## config.mk

```make
export PLATFORM = sky130hd
export DESIGN_NAME = clkout_ctrl
export DESIGN_NICKNAME = d
export VERILOG_FILES = /design/src/rtl/clkout_pkg.sv /design/src/rtl/clkout_regs.sv /design/src/rtl/clkout_div.sv /design/src/rtl/clkout_gate.sv /design/src/rtl/clkout_ctrl.sv
export SDC_FILE = /design/constraint.sdc
export NUM_CORES = 1
export LEC_CHECK = 0
export BUFFER_PORTS_ARGS = -buffer_cell sky130_fd_sc_hd__buf_4
export CAP_MARGIN = 15
export CORE_MARGIN = 5
export CORE_UTILIZATION = 45
export DETAILED_ROUTE_END_ITERATION = 8
export PLACE_DENSITY = 0.74
export SLEW_MARGIN = 20
export SYNTH_ARGS = -nofsm -noshare
export SYNTH_HDL_FRONTEND = slang
export SYNTH_SLANG_ARGS = --single-unit
```

## constraint.sdc

```tcl
create_clock -name clk_i -period 5.2 [get_ports clk_i]
set_input_delay 1.3 -clock clk_i [delete_from_list [all_inputs] [get_ports clk_i]]
set_output_delay 1.3 -clock clk_i [all_outputs]
set_load 0.01 [all_outputs]
```

## src/rtl/clkout_pkg.sv

```systemverilog
package clkout_pkg;
  typedef struct packed {
    logic       en;
    logic [2:0] rsv;
    logic [3:0] sel;
  } ctrl_t;

  localparam int unsigned CTRL_W = $bits(ctrl_t);
endpackage

```

## src/rtl/clkout_regs.sv

```systemverilog
module clkout_regs
  import clkout_pkg::*;
#(
  parameter int unsigned       ADDR_W    = 16,
  parameter logic [ADDR_W-1:0] REG_ADDR  = 16'hFF40,
  parameter int unsigned       CODE_BASE = 5,
  parameter int unsigned       NUM_SEL   = 8
) (
  input  logic              clk_i,
  input  logic              rst_ni,
  input  logic              req_i,
  input  logic              we_i,
  input  logic [ADDR_W-1:0] addr_i,
  input  logic [CTRL_W-1:0] wdata_i,
  input  logic [CTRL_W-1:0] wmask_i,
  input  logic              running_i,
  output logic [CTRL_W-1:0] rdata_o,
  output ctrl_t             ctrl_o,
  output logic              code_ok_o,
  output logic              err_o
);
  localparam int unsigned CODE_LAST = CODE_BASE + NUM_SEL - 1;

  function automatic logic code_valid(input logic [3:0] s);
    return (32'(s) >= CODE_BASE) && (32'(s) <= CODE_LAST);
  endfunction

  ctrl_t             ctrl_q, nxt;
  logic              err_q;
  logic              hit, wr;
  logic [CTRL_W-1:0] merged_raw;
  ctrl_t             merged;
  logic              sel_chg, sel_blk, rsv_bad, code_bad;

  always_comb begin
    hit        = req_i && (addr_i == REG_ADDR);
    wr         = hit && we_i;
    merged_raw = (ctrl_q & ~wmask_i) | (wdata_i & wmask_i);
    merged     = ctrl_t'(merged_raw);
    sel_chg    = merged.sel != ctrl_q.sel;
    // rate change refused until the output has fully stopped
    sel_blk    = sel_chg && (ctrl_q.en || running_i);
    rsv_bad    = |merged.rsv;
    code_bad   = (|wmask_i[3:0]) && !sel_blk && !code_valid(merged.sel);
    nxt.en     = merged.en;
    nxt.rsv    = '0;
    nxt.sel    = sel_blk ? ctrl_q.sel : merged.sel;
  end

  always_ff @(posedge clk_i or negedge rst_ni) begin
    if (!rst_ni) begin
      ctrl_q <= '0;
      err_q  <= 1'b0;
    end else if (wr) begin
      ctrl_q <= nxt;
      if (rsv_bad || sel_blk || code_bad) err_q <= 1'b1;
    end
  end

  assign rdata_o   = (hit && !we_i) ? ctrl_q : '0;
  assign ctrl_o    = ctrl_q;
  assign code_ok_o = code_valid(ctrl_q.sel);
  assign err_o     = err_q;
endmodule

```

## src/rtl/clkout_div.sv

```systemverilog
module clkout_div #(
  parameter int unsigned CODE_BASE = 5,
  parameter int unsigned NUM_SEL   = 8
) (
  input  logic       clk_i,
  input  logic       rst_ni,
  input  logic [3:0] sel_i,
  input  logic       full_rate_i,
  output logic       tap_o
);
  localparam int unsigned CNT_W = NUM_SEL + 1;
  localparam int unsigned IDX_W = $clog2(CNT_W);
  localparam int unsigned TAP_N = 2 ** IDX_W;

  logic [CNT_W-1:0] cnt_q;
  logic [TAP_N-1:0] taps;
  logic [7:0]       idx;

  always_ff @(posedge clk_i or negedge rst_ni) begin
    if (!rst_ni) cnt_q <= '0;
    else         cnt_q <= cnt_q + CNT_W'(1);
  end

  for (genvar i = 0; i < TAP_N; i++) begin : g_tap
    if (i < CNT_W) begin : g_live
      assign taps[i] = cnt_q[i];
    end else begin : g_pad
      assign taps[i] = 1'b0;
    end
  end

  always_comb begin
    // half-rate system clock adds one stage
    idx   = 8'(sel_i) - 8'(CODE_BASE) + {7'd0, ~full_rate_i};
    tap_o = (idx < 8'(CNT_W)) && taps[idx[IDX_W-1:0]];
  end
endmodule

```

## src/rtl/clkout_gate.sv

```systemverilog
module clkout_gate (
  input  logic clk_i,
  input  logic rst_ni,
  input  logic en_i,
  input  logic ok_i,
  input  logic tap_i,
  output logic run_o,
  output logic clk_o
);
  logic run_q, out_q;

  always_ff @(posedge clk_i or negedge rst_ni) begin
    if (!rst_ni) begin
      run_q <= 1'b0;
      out_q <= 1'b0;
    end else begin
      // run state only moves while the selected tap is low
      if (!tap_i) run_q <= en_i && ok_i;
      out_q <= run_q && ok_i && tap_i;
    end
  end

  assign run_o = run_q;
  assign clk_o = out_q;
endmodule

```

## src/rtl/clkout_ctrl.sv

```systemverilog
module clkout_ctrl
  import clkout_pkg::*;
#(
  parameter int unsigned       ADDR_W    = 16,
  parameter logic [ADDR_W-1:0] REG_ADDR  = 16'hFF40,
  parameter int unsigned       CODE_BASE = 5,
  parameter int unsigned       NUM_SEL   = 8
) (
  input  logic              clk_i,
  input  logic              rst_ni,
  input  logic              req_i,
  input  logic              we_i,
  input  logic [ADDR_W-1:0] addr_i,
  input  logic [7:0]        wdata_i,
  input  logic [7:0]        wmask_i,
  output logic [7:0]        rdata_o,
  input  logic              full_rate_i,
  output logic              clk_o,
  output logic              err_o
);
  ctrl_t ctrl;
  logic  code_ok, run, tap;

  clkout_regs #(
    .ADDR_W   (ADDR_W),
    .REG_ADDR (REG_ADDR),
    .CODE_BASE(CODE_BASE),
    .NUM_SEL  (NUM_SEL)
  ) i_regs (
    .clk_i    (clk_i),
    .rst_ni   (rst_ni),
    .req_i    (req_i),
    .we_i     (we_i),
    .addr_i   (addr_i),
    .wdata_i  (wdata_i),
    .wmask_i  (wmask_i),
    .running_i(run),
    .rdata_o  (rdata_o),
    .ctrl_o   (ctrl),
    .code_ok_o(code_ok),
    .err_o    (err_o)
  );

  clkout_div #(
    .CODE_BASE(CODE_BASE),
    .NUM_SEL  (NUM_SEL)
  ) i_div (
    .clk_i      (clk_i),
    .rst_ni     (rst_ni),
    .sel_i      (ctrl.sel),
    .full_rate_i(full_rate_i),
    .tap_o      (tap)
  );

  clkout_gate i_gate (
    .clk_i (clk_i),
    .rst_ni(rst_ni),
    .en_i  (ctrl.en),
    .ok_i  (code_ok),
    .tap_i (tap),
    .run_o (run),
    .clk_o (clk_o)
  );
endmodule

```

==> results.sh <==
export IMPL_outcome="finished clean"
export IMPL_skew_ns=0.00139
export IMPL_synthCells=125
export IMPL_die_area_um2=3920
export IMPL_avgSynthCellArea_um2=9.97
export IMPL_first_iter_violations=14
export IMPL_post_place_ws_ns=1.23
export IMPL_multi_input_area_um2=767
export IMPL_place_gp_congestion=0.850
export IMPL_setup_viol=0
export IMPL_p_per_area_nw_per_um2=150
export IMPL_register_area_um2=425
export IMPL_wl_met2_um=1260
export IMPL_yosysWarnings=0
export IMPL_fin_setup_tns_ns=0
export IMPL_floorplan_die_width_um=62.6
export IMPL_route_met3_wl_um=185
export IMPL_crit_required_ns=3.90
export IMPL_min_period_ns=3.97
export IMPL_syn2layout_area_growth_pct=29.2
export IMPL_slew_violations=0
export IMPL_arrival_ns=2.67
export IMPL_grt_overflow=0
export IMPL_ys_seq_area_frac=0.341
export IMPL_ioPinCount=47
export IMPL_path_common_cell="buf_4"
export IMPL_grt_pass1_vias=1082
export IMPL_hold_viol=0
export IMPL_initial_core_util=0.460
export IMPL_whs_path_depth=1
export IMPL_ys_seq_elements=17
export IMPL_synth_flop_cell="dfrtp_1"
export IMPL_drv_cap=0
export IMPL_drt_met1_wl_um=1110
export IMPL_cts_resized=0
export IMPL_fin_ws_ns=1.23
export IMPL_path_class="primary input to primary output"
export IMPL_mostFrequentLayoutCells="buf_4, dfrtp_1, xnor2_1"
export IMPL_p_leak_nw=0.784
export IMPL_cp_start_kind="primary input"
export IMPL_cp_cell_sequence="buf_4 > or4b_1 > nor3_2 > nand3_1 > nor2_1 > and2_1 > buf_4"
export IMPL_cts_buffers=3
export IMPL_place_hpwl_um=2230
export IMPL_fill_cells=252
export IMPL_cts_htree_levels=1
export IMPL_postCtsHoldBufs=0
export IMPL_avgRoutedWirePerCell_um=12.9
export IMPL_hp_class="flop to flop"
export IMPL_finalWirelength_um=2580
export IMPL_rsz0062_at_grt="no"
export IMPL_clk_pin_slew_ns=0.09
export IMPL_p_total_uw=242
export IMPL_mostFrequentLayoutCell="buf_4"
export IMPL_grt_max_degree=18
export IMPL_fp_row_count=19
export IMPL_numPortBuffers=43
export IMPL_vias_per_cell=5.22
export IMPL_irDropWorstVdd_mv=0.142
export IMPL_grt_antenna_before_repair=0
export IMPL_netlist_area_um2=1250
export IMPL_synth_distinct_cells=41
export IMPL_fmax_mhz=252
export IMPL_nets=213
export IMPL_vias=1043
export IMPL_clk_path_buf_depth=2
export IMPL_antenna_cells=0
export IMPL_die_h_um=62.6
export IMPL_clockRootBuffer="clkbuf_4"
export IMPL_cts_setup_buffers=0
export IMPL_track_usage=0.141
export IMPL_highest_layer="met4"
export IMPL_drtPass1Iterations=4
export IMPL_synth_edf_count=0
export IMPL_worst_path_max_delay_cell="or4b_1"
export IMPL_holdWs_ns=0.482
export IMPL_final_core_util=0.594
export IMPL_cts_sinks=17
export IMPL_cts_tree="done"
export IMPL_r2r_cells=9
export IMPL_async_flop_share=1.00
export IMPL_drcViolationCount=0
export IMPL_grt_pass1_wl_um=4640
export IMPL_clk_latency_ns=0.28
export IMPL_worst_path_max_fanout=4
export IMPL_slowest_delay_ns=0.52
export IMPL_end_kind="primary output"
export IMPL_fin_crit_sh=0.764
export IMPL_coreArea_um2=2710
export IMPL_ant_nets=0
export IMPL_drive_gt1_frac=0.337
layer usage:
metal / track usage / up-vias
met5: 0 / -
met1: 0.180 / 477
met4: 0.0398 / 0
met2: 0.227 / 34
li1: - / 530
met3: 0.0468 / 2
through the flow:
step,instances,cell area [um2]
3_5_place_dp,196,1580
3_3_place_gp,196,1580
5_1_grt,200,1610
4_1_cts,200,1610
6_report,200,1610
2_1_floorplan,127,1250
final cells by class:
cell class,count,share of cell area
multi-input combinational,97,0.476
sequential,17,0.264
timing repair buffer,43,0.200
tap,31,0.0241
inverter,8,0.0186
clock buffer,4,0.0163
Yosys cell counts, types with 2 or more instances:
| cell type | instances | share of area |
|---|---|---|
| dfrtp_1 | 17 | 0.34 |
| xnor2_1 | 10 | 0.070 |
| nand2_1 | 9 | 0.027 |
| inv_1 | 8 | 0.024 |
| nand3_1 | 7 | 0.028 |
| nor2_1 | 7 | 0.021 |
| ha_1 | 6 | 0.060 |
| mux2i_1 | 5 | 0.040 |
| xor2_1 | 5 | 0.035 |
| mux2_4 | 4 | 0.048 |
| nor3_1 | 4 | 0.016 |
| o21ai_0 | 4 | 0.016 |
| and2_1 | 3 | 0.015 |
| buf_4 | 3 | 0.018 |
| nand4_1 | 3 | 0.015 |
| a21oi_1 | 2 | 0.0080 |
| a22oi_1 | 2 | 0.012 |
| and3_1 | 2 | 0.010 |
| mux4_2 | 2 | 0.036 |
worst max-delay path: cells and delay by family:
| family | cells | cell delay [ns] |
|---|---|---|
| buffers and inverters | 2 | 0.22 |
| AND/OR/NAND/NOR | 5 | 1.14 |
cells by family after synthesis:
| group | Yosys count | synth area share |
|---|---|---|
| simple gates | 43 | 0.199 |
| compound gates | 18 | 0.108 |
| flops | 17 | 0.341 |
| xor+xnor | 15 | 0.105 |
| buf+inv | 13 | 0.0492 |
| mux | 12 | 0.134 |
| fa+ha+maj | 6 | 0.0602 |
| other cells | 1 | 0.00301 |
worst paths after layout:
kind | endpoint | start | slack [ns]
setup reg to reg | i_gate.run_o | i_regs.ctrl_o[0] | 2.56
setup / recovery | rdata_o[3] | addr_i[3] | 1.23
max in group asynchronous | i_regs.err_o | rst_ni | 4.16
hold / removal | i_div.cnt_q[8] | i_div.cnt_q[8] | 0.48
hold reg to reg | i_div.cnt_q[8] | i_div.cnt_q[8] | 0.48
min in group asynchronous | i_div.cnt_q[3] | rst_ni | 0.85
state kept, by name (all words and copies together), names as in the netlist, named ones only:
name and flops:
i_div.cnt_q 9, i_regs.err_o 1, i_gate.run_o 1, i_regs.ctrl_o 4
i_gate.clk_o 1
report_power, final:
group,internal (mW),switching (mW),total (mW),leakage (nW)
clock,0.0298,0.0388,0.0686,0.0150
sequential,0.132,0.00000871,0.132,0.223
combinational,0.0250,0.0165,0.0416,0.546
Power figures use the tool's default switching activity.
